$ cat src/rtl/snlms_pkg.sv
// Shared types for the scaled normalized LMS canceller.
// Holds the sequencing states used by the top-level controller.
package snlms_pkg;

    typedef enum logic [2:0] {
        ST_IDLE,
        ST_ACC,
        ST_ERR,
        ST_DIV,
        ST_UPD,
        ST_FIN
    } snlms_state_e;

endpackage

$ cat src/rtl/snlms_tapline.sv
// Reference delay line of the canceller.
// Shifts a new sample into tap 0 on shift_en, drops the oldest tap, and
// reads one tap selected by rd_idx combinationally.
// Assumes rd_idx < TAPS. All taps reset to zero.
module snlms_tapline #(
    parameter int TAPS  = 4,
    parameter int XW    = 16,
    parameter int IDX_W = 2
) (
    input  logic                 clk,
    input  logic                 rst_n,
    input  logic                 shift_en,
    input  logic [XW-1:0]        din,
    input  logic [IDX_W-1:0]     rd_idx,
    output logic signed [XW-1:0] rd_x
);

    logic [XW-1:0] tap_q [TAPS];

    // Newest tap takes the incoming sample.
    always_ff @(posedge clk) begin
        if (!rst_n)        tap_q[0] <= '0;
        else if (shift_en) tap_q[0] <= din;
    end

    // Older taps each take their younger neighbour.
    for (genvar gi = 1; gi < TAPS; gi++) begin : g_shift
        always_ff @(posedge clk) begin
            if (!rst_n)        tap_q[gi] <= '0;
            else if (shift_en) tap_q[gi] <= tap_q[gi-1];
        end
    end

    // Tap read port.
    always_comb rd_x = $signed(tap_q[rd_idx]);

endmodule

$ cat src/rtl/snlms_wbank.sv
// Scaled weight storage of the canceller.
// Holds TAPS signed weights. On upd_en, the weight at upd_idx takes
// weight + upd_prod, saturated to the signed WW-bit range.
// Assumes upd_idx and rd_idx < TAPS. Weights reset to zero.
module snlms_wbank #(
    parameter int TAPS  = 4,
    parameter int WW    = 16,
    parameter int PW    = 48,
    parameter int IDX_W = 2
) (
    input  logic                 clk,
    input  logic                 rst_n,
    input  logic                 upd_en,
    input  logic [IDX_W-1:0]     upd_idx,
    input  logic signed [PW-1:0] upd_prod,
    input  logic [IDX_W-1:0]     rd_idx,
    output logic signed [WW-1:0] rd_w
);

    localparam logic signed [PW:0] W_HI = (PW+1)'((2**(WW-1)) - 1);
    localparam logic signed [PW:0] W_LO = -W_HI - (PW+1)'(1);

    logic signed [WW-1:0] w_q [TAPS];
    logic signed [WW-1:0] cur_w;
    logic signed [PW:0]   sum_w;
    logic signed [WW-1:0] sat_w;

    // Saturating add of the correction to the addressed weight.
    always_comb begin
        cur_w = w_q[upd_idx];
        sum_w = $signed({{(PW+1-WW){cur_w[WW-1]}}, cur_w}) + $signed({upd_prod[PW-1], upd_prod});
        if (sum_w > W_HI)      sat_w = W_HI[WW-1:0];
        else if (sum_w < W_LO) sat_w = W_LO[WW-1:0];
        else                   sat_w = sum_w[WW-1:0];
    end

    // One register per weight, written only when addressed.
    for (genvar gi = 0; gi < TAPS; gi++) begin : g_w
        always_ff @(posedge clk) begin
            if (!rst_n)                                   w_q[gi] <= '0;
            else if (upd_en && upd_idx == IDX_W'(gi))     w_q[gi] <= sat_w;
        end
    end

    // Weight read port.
    always_comb rd_w = w_q[rd_idx];


    wgt_sat_up_chk: assert property (@(posedge clk) disable iff (!rst_n)
        (upd_en && !upd_prod[PW-1]) |=> (w_q[$past(upd_idx)] >= $past(cur_w)));


    wgt_sat_dn_chk: assert property (@(posedge clk) disable iff (!rst_n)
        (upd_en && upd_prod[PW-1]) |=> (w_q[$past(upd_idx)] <= $past(cur_w)));

endmodule

$ cat src/rtl/snlms_div.sv
// Restoring sequential divider, signed numerator by unsigned divisor.
// Loads on start and produces one quotient bit per clock for NUM_W clocks.
// It then pulses done for one cycle. The quotient is truncated toward zero.
// Assumes den_i is non-zero when start is given and that start is not
// given while busy.
module snlms_div #(
    parameter int NUM_W = 32,
    parameter int DEN_W = 32
) (
    input  logic                    clk,
    input  logic                    rst_n,
    input  logic                    start,
    input  logic signed [NUM_W-1:0] num_i,
    input  logic [DEN_W-1:0]        den_i,
    output logic                    busy_o,
    output logic                    done_o,
    output logic signed [NUM_W-1:0] quo_o
);

    localparam int CNT_W = $clog2(NUM_W + 1);

    logic [NUM_W-1:0] q_q;
    logic [DEN_W:0]   r_q;
    logic [DEN_W-1:0] den_q;
    logic [CNT_W-1:0] cnt_q;
    logic             neg_q;
    logic [NUM_W-1:0] num_mag;
    logic [DEN_W:0]   trial;
    logic [DEN_W:0]   diff;

    // Magnitude of the numerator and one restoring step.
    always_comb begin
        num_mag = num_i[NUM_W-1] ? NUM_W'(-num_i) : NUM_W'(num_i);
        trial   = {r_q[DEN_W-1:0], q_q[NUM_W-1]};
        diff    = trial - {1'b0, den_q};
    end

    // Iteration registers: load on start, then step until the count runs out.
    always_ff @(posedge clk) begin
        if (!rst_n) begin
            q_q    <= '0;
            r_q    <= '0;
            den_q  <= '0;
            cnt_q  <= '0;
            neg_q  <= 1'b0;
            done_o <= 1'b0;
        end else begin
            done_o <= 1'b0;
            if (start) begin
                q_q   <= num_mag;
                r_q   <= '0;
                den_q <= den_i;
                cnt_q <= CNT_W'(NUM_W);
                neg_q <= num_i[NUM_W-1];
            end else if (cnt_q != '0) begin
                if (!diff[DEN_W]) begin
                    r_q <= diff;
                    q_q <= {q_q[NUM_W-2:0], 1'b1};
                end else begin
                    r_q <= trial;
                    q_q <= {q_q[NUM_W-2:0], 1'b0};
                end
                cnt_q <= cnt_q - CNT_W'(1);
                if (cnt_q == CNT_W'(1)) done_o <= 1'b1;
            end
        end
    end

    // Signed result and activity flag.
    always_comb begin
        busy_o = (cnt_q != '0);
        quo_o  = neg_q ? -$signed(q_q) : $signed(q_q);
    end


    div_den_nz_chk: assert property (@(posedge clk) disable iff (!rst_n)
        start |-> (den_i != '0));


    div_rem_chk: assert property (@(posedge clk) disable iff (!rst_n)
        busy_o |-> (r_q < {1'b0, den_q}));

endmodule

$ cat src/rtl/snlms_canceller.sv
// Scaled normalized LMS adaptive noise canceller, top level.
// Per accepted strobe: shifts the reference code into the delay line,
// accumulates h.x and |x|^2 one tap per clock, and forms the saturated
// error. It divides the scaled error by the norm (skipped when the norm
// is zero) and applies the factor to every weight. Finally it publishes
// the error and the converter word with a one-cycle done pulse.
// Assumes the input codes are unsigned integers. Strobes are ignored while busy.
module snlms_canceller #(
    parameter int TAPS     = 4,
    parameter int DW       = 16,
    parameter int CODE_W   = 12,
    parameter int SCALE_SH = 12,
    parameter int MU_SH    = 4,
    parameter int OUT_SH   = 4,
    parameter int OUT_OFS  = 750,
    parameter int NORM_W   = 32,
    parameter int NUM_W    = 32
) (
    input  logic              clk,
    input  logic              rst_n,
    input  logic              smp_vld,
    input  logic [CODE_W-1:0] pri_code,
    input  logic [CODE_W-1:0] ref_code,
    output logic              busy,
    output logic              done,
    output logic [DW-1:0]     err_smp,
    output logic [CODE_W-1:0] dac_code
);
    import snlms_pkg::*;

    localparam int IDX_W    = (TAPS > 1) ? $clog2(TAPS) : 1;
    localparam int STEP_SH  = 1 + SCALE_SH - MU_SH;
    localparam int ACC_W    = 2 * DW + IDX_W + 1;
    localparam int PROD_W   = NUM_W + DW;
    localparam int CODE_MAX = (2 ** CODE_W) - 1;
    localparam logic signed [ACC_W:0] E_HI  = (ACC_W+1)'((2**(DW-1)) - 1);
    localparam logic signed [ACC_W:0] E_LO  = -E_HI - (ACC_W+1)'(1);
    localparam logic signed [DW+1:0]  D_HI  = (DW+2)'(CODE_MAX);
    localparam logic signed [DW+1:0]  D_OFS = (DW+2)'(OUT_OFS);

    snlms_state_e             state_q;
    logic [IDX_W-1:0]         idx_q;
    logic signed [ACC_W-1:0]  acc_q;
    logic [NORM_W-1:0]        nrm_q;
    logic [DW-1:0]            d_q;
    logic signed [DW-1:0]     e_q;
    logic signed [NUM_W-1:0]  g_q;
    logic signed [DW-1:0]     err_q;
    logic [CODE_W-1:0]        dac_q;
    logic                     done_q;

    logic signed [DW-1:0]     x_cur;
    logic signed [DW-1:0]     w_cur;
    logic signed [2*DW-1:0]   mac_p;
    logic [2*DW-1:0]          sq_p;
    logic signed [ACC_W-1:0]  y_w;
    logic signed [ACC_W:0]    e_w;
    logic signed [DW-1:0]     e_sat;
    logic signed [NUM_W-1:0]  step_num;
    logic signed [PROD_W-1:0] upd_prod;
    logic signed [DW-1:0]     e_sh;
    logic signed [DW+1:0]     dac_w;
    logic [CODE_W-1:0]        dac_clamped;
    logic                     last_tap;
    logic                     accept;
    logic                     div_start;
    logic                     div_busy;
    logic                     div_done;
    logic signed [NUM_W-1:0]  div_quo;

    // Handshake decode and tap-counter end.
    always_comb begin
        accept    = (state_q == ST_IDLE) && smp_vld;
        last_tap  = (idx_q == IDX_W'(TAPS - 1));
        div_start = (state_q == ST_ERR) && (nrm_q != '0);
    end

    snlms_tapline #(.TAPS(TAPS), .XW(DW), .IDX_W(IDX_W)) i_tapline (
        .clk      (clk),
        .rst_n    (rst_n),
        .shift_en (accept),
        .din      (DW'(ref_code)),
        .rd_idx   (idx_q),
        .rd_x     (x_cur)
    );

    snlms_wbank #(.TAPS(TAPS), .WW(DW), .PW(PROD_W), .IDX_W(IDX_W)) i_wbank (
        .clk      (clk),
        .rst_n    (rst_n),
        .upd_en   (state_q == ST_UPD),
        .upd_idx  (idx_q),
        .upd_prod (upd_prod),
        .rd_idx   (idx_q),
        .rd_w     (w_cur)
    );

    snlms_div #(.NUM_W(NUM_W), .DEN_W(NORM_W)) i_div (
        .clk    (clk),
        .rst_n  (rst_n),
        .start  (div_start),
        .num_i  (step_num),
        .den_i  (nrm_q),
        .busy_o (div_busy),
        .done_o (div_done),
        .quo_o  (div_quo)
    );

    // Per-tap products for the filter sum, the norm and the weight update.
    always_comb begin
        mac_p    = $signed({{DW{x_cur[DW-1]}}, x_cur}) * $signed({{DW{w_cur[DW-1]}}, w_cur});
        sq_p     = {{DW{1'b0}}, x_cur} * {{DW{1'b0}}, x_cur};
        upd_prod = $signed({{DW{g_q[NUM_W-1]}}, g_q}) * $signed({{NUM_W{x_cur[DW-1]}}, x_cur});
    end

    // Unscaled filter output, saturated error and scaled step numerator.
    always_comb begin
        y_w = acc_q >>> SCALE_SH;
        e_w = $signed({{(ACC_W+1-DW){1'b0}}, d_q}) - $signed({y_w[ACC_W-1], y_w});
        if (e_w > E_HI)      e_sat = E_HI[DW-1:0];
        else if (e_w < E_LO) e_sat = E_LO[DW-1:0];
        else                 e_sat = e_w[DW-1:0];
        step_num = $signed({{(NUM_W-DW){e_sat[DW-1]}}, e_sat}) <<< STEP_SH;
    end

    // Converter word: down-shift, offset, clamp.
    always_comb begin
        e_sh  = e_q >>> OUT_SH;
        dac_w = $signed({{2{e_sh[DW-1]}}, e_sh}) + D_OFS;
        if (dac_w[DW+1])     dac_clamped = '0;
        else if (dac_w > D_HI) dac_clamped = CODE_W'(CODE_MAX);
        else                 dac_clamped = dac_w[CODE_W-1:0];
    end

    // Sample sequencer: accumulate, form error, divide, update, publish.
    always_ff @(posedge clk) begin
        if (!rst_n) begin
            state_q <= ST_IDLE;
            idx_q   <= '0;
            acc_q   <= '0;
            nrm_q   <= '0;
            d_q     <= '0;
            e_q     <= '0;
            g_q     <= '0;
            err_q   <= '0;
            dac_q   <= '0;
            done_q  <= 1'b0;
        end else begin
            done_q <= 1'b0;
            case (state_q)
                ST_IDLE: begin
                    if (smp_vld) begin
                        d_q     <= DW'(pri_code);
                        acc_q   <= '0;
                        nrm_q   <= '0;
                        idx_q   <= '0;
                        state_q <= ST_ACC;
                    end
                end
                ST_ACC: begin
                    acc_q <= acc_q + $signed({{(ACC_W-2*DW){mac_p[2*DW-1]}}, mac_p});
                    nrm_q <= nrm_q + NORM_W'(sq_p);
                    if (last_tap) begin
                        idx_q   <= '0;
                        state_q <= ST_ERR;
                    end else begin
                        idx_q <= idx_q + IDX_W'(1);
                    end
                end
                ST_ERR: begin
                    e_q     <= e_sat;
                    state_q <= (nrm_q == '0) ? ST_FIN : ST_DIV;
                end
                ST_DIV: begin
                    if (div_done) begin
                        g_q     <= div_quo;
                        idx_q   <= '0;
                        state_q <= ST_UPD;
                    end
                end
                ST_UPD: begin
                    if (last_tap) begin
                        idx_q   <= '0;
                        state_q <= ST_FIN;
                    end else begin
                        idx_q <= idx_q + IDX_W'(1);
                    end
                end
                ST_FIN: begin
                    err_q   <= e_q;
                    dac_q   <= dac_clamped;
                    done_q  <= 1'b1;
                    state_q <= ST_IDLE;
                end
                default: state_q <= ST_IDLE;
            endcase
        end
    end

    // Port drive.
    always_comb begin
        busy     = (state_q != ST_IDLE);
        done     = done_q;
        err_smp  = err_q;
        dac_code = dac_q;
    end


    accept_busy_chk: assert property (@(posedge clk) disable iff (!rst_n)
        (!busy && smp_vld) |=> busy);


    done_pulse_chk: assert property (@(posedge clk) disable iff (!rst_n)
        done |=> !done);


    out_hold_chk: assert property (@(posedge clk) disable iff (!rst_n)
        !done |-> ($stable(err_smp) && $stable(dac_code)));


    dac_offset_chk: assert property (@(posedge clk) disable iff (!rst_n)
        (done && !err_smp[DW-1]) |-> (dac_code >= CODE_W'(OUT_OFS)));


    div_active_chk: assert property (@(posedge clk) disable iff (!rst_n)
        (state_q == ST_DIV) |-> (div_busy || div_done));

endmodule

$ cat config.mk
export PLATFORM = sky130hd
export DESIGN_NAME = snlms_canceller
export DESIGN_NICKNAME = d
export VERILOG_FILES = /design/src/rtl/snlms_pkg.sv /design/src/rtl/snlms_tapline.sv /design/src/rtl/snlms_wbank.sv /design/src/rtl/snlms_div.sv /design/src/rtl/snlms_canceller.sv
export SDC_FILE = /design/constraint.sdc
export NUM_CORES = 2
export LEC_CHECK = 0
export ABC_AREA = 0
export BUFFER_PORTS_ARGS = -buffer_cell sky130_fd_sc_hd__buf_2
export CAP_MARGIN = 20
export CORE_MARGIN = 1.5
export CORE_UTILIZATION = 50
export CTS_CLUSTER_DIAMETER = 200
export DETAILED_ROUTE_END_ITERATION = 7
export PLACE_DENSITY_LB_ADDON = 0.08
export SLEW_MARGIN = 20
export SYNTH_ARGS = -nofsm -noshare
export SYNTH_HDL_FRONTEND = slang
export SYNTH_SLANG_ARGS = --single-unit
$ cat constraint.sdc
create_clock -name clk -period 14.4 [get_ports clk]
set_clock_uncertainty 0.2 [all_clocks]
set_input_delay 0 -clock clk [delete_from_list [all_inputs] [get_ports clk]]
set_output_delay 0 -clock clk [all_outputs]
set_load 0.005 [all_outputs]
==> Word-level counts from Yosys, hierarchy flattened <==
Memory sizes are Yosys's and may differ from the RTL's. A register that Yosys moved wholly into a read port is not among the register bits.
Index checks and enable logic that the tools add are counted.
{ "op_classes": {"addsub": 10, "mul": 3, "order_cmp": 5, "n_eq_ne": 13, "n_mux": 58, "bitwise_logic": 10, "n_reduce_logical": 23} }
{ "op_table": {"columns": ["cell", "count"], "rows": [
  ["16-bit two-way mux", 12],
  ["32-bit two-way mux", 6],
  ["35-bit case mux with 2 select lines", 1],
  ["16-bit by 16-bit multiplier with 32-bit output", 2],
  ["32-bit case mux with 2 select lines", 1],
  ["16-bit by 48-bit adder with 49-bit output", 1],
  ["49-bit by 16-bit greater-than comparator with 1-bit output (second input constant)", 1],
  ["49-bit by 16-bit < comparator with 1-bit output (second input constant)", 1],
  ["32-bit by 16-bit multiplier with 48-bit output", 1],
  ["35-bit by 32-bit adder with 35-bit output", 1],
  ["35-bit two-way mux", 1],
  ["33-bit by 32-bit subtractor with 33-bit output", 1],
  ["32-bit adder", 1],
  ["32-bit zero test", 1],
  ["25-bit negator with 32-bit output", 1],
  ["32-bit negator", 1],
  ["32-bit nonzero test", 1],
  ["24-bit by 16-bit greater-than comparator with 1-bit output (second input constant)", 1],
  ["24-bit by 16-bit < comparator with 1-bit output (second input constant)", 1],
  ["12-bit two-way mux", 2],
  ["13-bit by 23-bit subtractor with 24-bit output", 1],
  ["1-bit two-way mux", 19],
  ["3-bit two-way mux", 5],
  ["3-bit case mux with 5 select lines", 1],
  ["28 further kinds", 58]
]} }
{ "word_totals": {"regBits": 265, "ram_bits": 128, "input_bits": 27, "output_inout_bits": 30, "wordCells": 141, "memories": 2} }
{ "memory_table": {"columns": ["memory", "depth", "width", "read_ports", "rd_clocked_by_memory_dff", "wr", "line_no", "text"], "rows": [
  ["i_tapline.tap_q", 4, 16, 4, 1, 4, "snlms_tapline.sv:18", "logic [XW-1:0] tap_q [TAPS];"],
  ["i_wbank.w_q", 4, 16, 1, 1, 4, "snlms_wbank.sv:23", "logic signed [WW-1:0] w_q [TAPS];"]
]} }

==> Logic depth before layout (Yosys ltp) <==
{ "logic_depth": {"depth_word": 7, "mapped_depth": 36, "depth_no_buf": 30} }

==> By module <==
A second synthesis with hierarchy kept.
{ "unflattened": {"hier_cells": 7002, "area_unflattened_um2": 61720.4} }
{ "modules_own_cells": {"columns": ["module", "instances", "cells_per_inst", "area_per_inst_um2", "seq_area_each_um2"], "rows": [
  ["snlms_canceller", 1, 5102, 44421.4, 3223.1],
  ["snlms_div", 1, 965, 7313.3, 2082.0],
  ["snlms_wbank", 1, 772, 7180.6, 1921.8],
  ["snlms_tapline", 1, 163, 2805.2, 1921.8]
]} }

==> Worst setup path after synthesis <==
Ideal clock, no wire load.
{ "synth_path": {"kind": "flip-flop to flip-flop", "start": "register (tool-made name)", "end": "memory i_wbank.w_q[0][10] (data pin)", "setup_time_ps": 271, "t_arrival_ps": 9161, "t_required_ps": 13929, "slack_ps": 4768, "path_stages_with_launch": 34, "n_path_buf": 5, "period_less_slack_ps": 9632, "path_cell_list": "dfxtp_1 > clkbuf_1 > buf_1 > mux2i_1 > nand2_1 > o21ai_1 > clkinv_1 > clkbuf_1 > and2_1 > fa_1 > inv_1 > fa_1 > fa_1 > inv_1 > fa_1 > fa_1 > inv_1 > fa_1 > inv_1 > ha_1 > and4_1 > and3_1 > o211ai_1 > a2111oi_1 > or2_2 > xnor2_1 > nand4_1 > or4_1 > or4b_2 > or4_1 > buf_2 > nand3_1 > buf_2 > a21oi_1"} }
{ "synth_rtl": {"columns": ["element", "line_no"], "rows": [
  ["end, declared", "snlms_wbank.sv:23"]
]} }

==> results.md <==
- Final layout net count: approximately 6,600
- Synthesized net count: roughly 6,700
- Critical path's largest stage delay: approximately 940 ps
- Worst Path Arrival: around 11,000 ps
- Classification of the worst-slack hold path: in -> reg
- Per-cell routed wire length: about 19 um
- Post-synthesis area per instance: approximately 8.7 um^2
- Antenna diode instance count: 0
- Layout overhead on the synthesized area: 7.21%
- Internal reg-to-reg setup slack: 3450 ps
- Multi-input logic area: around 0.035 mm^2
- Count of port buffers added during placement: 56
- Transition at the pin with the smallest max-transition slack: ~1100 ps
- Seq/Total Area, Yosys: 0.182
- Number of gates resized after cts: 0
- Number of warnings printed during yosys synthesis: 0
- Antenna Violating Nets Remaining: 0
- Via count: 37,200
- Largest net degree at the start of global routing: 120
- Yosys cell types: 83
- Vertical die dimension: around 310 um
- Library cell appearing most often on the critical path: sky130_fd_sc_hd__fa_1
- Final wirelength: ~130,000 um
- Met3 track demand over resource in global routing: 0.0328
- Hold endpoint: d_q[2]
- Number of storage elements in the synthesis netlist: around 380
- Via count of the first global-routing pass: between 30,000 and 40,000
- First-pass GRT wire length: around 210,000 um
- Total global routing overflow: 0
- Initial antenna violation count: 2
- Max IR drop VDD: roughly 0.00016 V
- Final worst path period need: 10,950 ps
- Syn Std Cell Area: ~0.048 mm^2
- Width of the die: between 300 and 400 um
- Reg2Reg Depth: 28
- Startpoint class of the critical path: register
- Type of the setup path with the least slack: reg -> reg
- Detailed Place HPWL: a little under 100,000 um
- Crit-path max FO: 37
- Iteration-0 DRC Markers: between 2,000 and 2,500
- GRT met1 Usage: 0.387
- Async set-or-reset flop fraction in the synthesized netlist: 0
- Initial standard-cell utilization of the core: 0.505
- Worst Setup End Kind: register
- Via density per instance: ~5.5
- Clock tree from TritonCTS: yes
- Clock input transition at the sequential cells of the worst setup and hold paths: 60 ps
- Share of cells above drive strength 1: 0.0515
- Yosys top cell by area: sky130_fd_sc_hd__fa_1
- Crit path required time: approximately 15,000 ps
- Worst-case headroom to the max-slew limit: 0.231
- Worst Min Path Start: pri_code[2]
- Most numerous cell in the Yosys netlist: sky130_fd_sc_hd__inv_1
- First drt pass iteration count: 5
- Die Area: between 0.09 and 0.1 mm^2
- Non-Filler Cell Area, Final: ~0.05 mm^2
- Leading post-synthesis cells by cell area: sky130_fd_sc_hd__fa_1 28%, sky130_fd_sc_hd__dfxtp_1 11%, sky130_fd_sc_hd__ha_1 11%
- Instance area at placement: ~0.05 mm^2
- Register area: slightly below 0.009 mm^2
- Final Setup Violations: 0
- Commonest register cell after synthesis: sky130_fd_sc_hd__dfxtp_1
- Area share of the leading cell type in the synthesized netlist: 0.276
- Layout fillers: about 9,000
- Worst-path cell with the longest stage delay: sky130_fd_sc_hd__nor4b_1
- Most Used Layer, Global Route: met2
- Number of top-level pins: 57
- Run status: complete, no violations
- Final count of pins violating max slew: 0
- Combined global-route utilization of all metal layers: 0.268
- Sink count of the clock tree: about 380
- Setup repair after global routing missed its margin: false
- Total power divided by cell area: ~130 mW/mm^2
- Gate count after technology mapping: about 5,500
- Most used standard cells in the synthesized netlist: 1,017 x sky130_fd_sc_hd__inv_1, 763 x sky130_fd_sc_hd__nand2_1, 662 x sky130_fd_sc_hd__fa_1, 418 x sky130_fd_sc_hd__ha_1, 267 x sky130_fd_sc_hd__dfxtp_1
- Maximum number of buffers from clock root to sink: 3
- GR Util met2: 0.431
- Num CTS Buffers: 49
- Setup Buffers After CTS: 0
- Hold buffer count at cts: 34
- Site row count: roughly 110
- DRC errors left: 0
- Number of cells on the worst hold path: 4
- Maximum Capacitance Violations: 0
- Core area: between 0.09 and 0.1 mm^2
- Endpoint of the most critical register-to-register path: i_wbank.w_q[0][5]
- Number of flops mapped to enable cells by yosys: between 100 and 150
- Leakage Power: 25.2 nW
- Accumulated negative setup slack: 0 ps
- Highest Clock Rate: 0.0913 GHz
- Total count of hold-check failures in the final report: 0
- CTS root buffer: sky130_fd_sc_hd__clkbuf_16
- Final RePlAce weighted congestion: 0.895
- Final cycle utilization of the critical path: 0.761
- H-tree lvl count: 2
- Source-to-sink clock delay at the later pin of the worst-skew pair: between 600 and 700 ps
-- per-stage QoR --
stage	power (W)	hold slack [ps]	setup WS, ps	util	cells
after floorplan	0.00433	-55.1	4770	-	5544
after global placement	0.00527	68.0	3620	0.519	6651
after detailed placement	0.00530	70.7	3500	0.519	6651
after CTS	0.00668	4.01	3490	0.541	6775
after global routing	0.00730	27.5	2810	0.541	6776
final	0.00667	15.9	3450	0.541	6776
-- layer usage --
metal / up-vias / share of wire
met1: 18600 / 0.46
met2: 969 / 0.46
li1: 17500 / -
met3: 145 / 0.058
met5: - / 0
met4: 0 / 0.022
-- sequential cells by signal, indices dropped and copies added (netlist names), 2 cells and up, named ones only --
| register | cells |
|---|---|
| i_div.cnt_q | 6 |
| i_wbank.w_q | 64 |
| i_div.q_q | 32 |
| i_div.den_q | 32 |
| nrm_q | 32 |
| state_q | 3 |
| dac_code | 12 |
| err_smp | 16 |
| idx_q | 2 |
| acc_q | 35 |
| g_q | 32 |
| i_tapline.tap_q | 48 |
| d_q | 12 |
| i_div.r_q | 32 |
| e_q | 16 |
-- critical path, delay by kind of cell (launching register included) --
| family | cells | cell delay, ps |
|---|---|---|
| adders and majority gates | 7 | 3270 |
| and+or+nand+nor | 8 | 2780 |
| AOI/OAI and AO/OA | 4 | 1570 |
| buffers and inverters | 7 | 1430 |
| muxes | 2 | 1000 |
| DFF | 1 | 490 |
-- cell usage in the layout (no fill, tap or decap), types with 14 or more instances in the layout --
master	count
sky130_fd_sc_hd__inv_1	1017
sky130_fd_sc_hd__nand2_1	759
sky130_fd_sc_hd__fa_1	662
sky130_fd_sc_hd__ha_1	418
sky130_fd_sc_hd__dfxtp_1	264
sky130_fd_sc_hd__nor2_1	249
sky130_fd_sc_hd__and2_1	241
sky130_fd_sc_hd__a21oi_1	237
sky130_fd_sc_hd__o21ai_0	143
sky130_fd_sc_hd__nand3_1	112
sky130_fd_sc_hd__edfxtp_1	112
sky130_fd_sc_hd__a21boi_0	87
sky130_fd_sc_hd__xor2_1	85
sky130_fd_sc_hd__xnor2_1	79
sky130_fd_sc_hd__and3_1	71
sky130_fd_sc_hd__nor3_1	69
sky130_fd_sc_hd__a21o_1	68
sky130_fd_sc_hd__buf_2	55
sky130_fd_sc_hd__buf_4	52
sky130_fd_sc_hd__clkbuf_16	50
sky130_fd_sc_hd__nor2b_1	49
sky130_fd_sc_hd__o211a_1	44
sky130_fd_sc_hd__dlygate4sd3_1	34
sky130_fd_sc_hd__mux2i_1	32
sky130_fd_sc_hd__o21a_1	31
sky130_fd_sc_hd__nand2b_1	31
sky130_fd_sc_hd__a211oi_1	29
sky130_fd_sc_hd__nand4_1	27
sky130_fd_sc_hd__or3_1	24
sky130_fd_sc_hd__o211ai_1	24
sky130_fd_sc_hd__a31oi_1	22
sky130_fd_sc_hd__nor4_1	21
sky130_fd_sc_hd__mux2_2	19
sky130_fd_sc_hd__o31ai_1	17
sky130_fd_sc_hd__a22oi_1	16
sky130_fd_sc_hd__or4_1	15
sky130_fd_sc_hd__or2_2	14
sky130_fd_sc_hd__o21bai_1	14
-- where the power goes --
group / leakage, nW / switching [W] / total, W / internal, W
logic: 21.1 / 0.00249 / 0.00405 / 0.00156
clock network: 0.844 / 0.000523 / 0.00133 / 0.000810
registers: 3.35 / 0.0000938 / 0.00129 / 0.00120
-- area by class of cell --
type                            count  area share
Multi-Input combinational cell   3879       0.671
Sequential cell                   379       0.169
Inverter                         1020      0.0745
Tap cell                         1265      0.0308
Clock buffer                       66      0.0273
Timing Repair Buffer              143      0.0203
Clock inverter                     24     0.00664
-- kinds of logic (layout without fill, tap and decap cells) --
family | count (synthesis) | after routing | synth area share
adders and majority gates | 1080 | 1080 | 0.385
DFF | 379 | 379 | 0.182
and+or+nand+nor | 1743 | 1743 | 0.172
AOI/OAI and AO/OA | 830 | 830 | 0.114
buffers and inverters | 1286 | 1253 | 0.101
muxes | 61 | 61 | 0.0158
xor gates and xnor gates | 165 | 165 | 0.0301
-- worst max path at each step --
stage                  start  cells past startpoint  slack [ps]            endpoint
global placement    register                     28        3620   i_wbank.w_q[3][3]
detailed placement  register                     28        3500   i_wbank.w_q[3][5]
finish              register                     28        3450   i_wbank.w_q[0][5]
global route        register                     28        2810   i_wbank.w_q[3][4]
floorplan           register                     33        4770  i_wbank.w_q[0][10]
CTS                 register                     28        3490   i_wbank.w_q[3][2]
No activity file was read; power rests on OpenSTA's default activity.
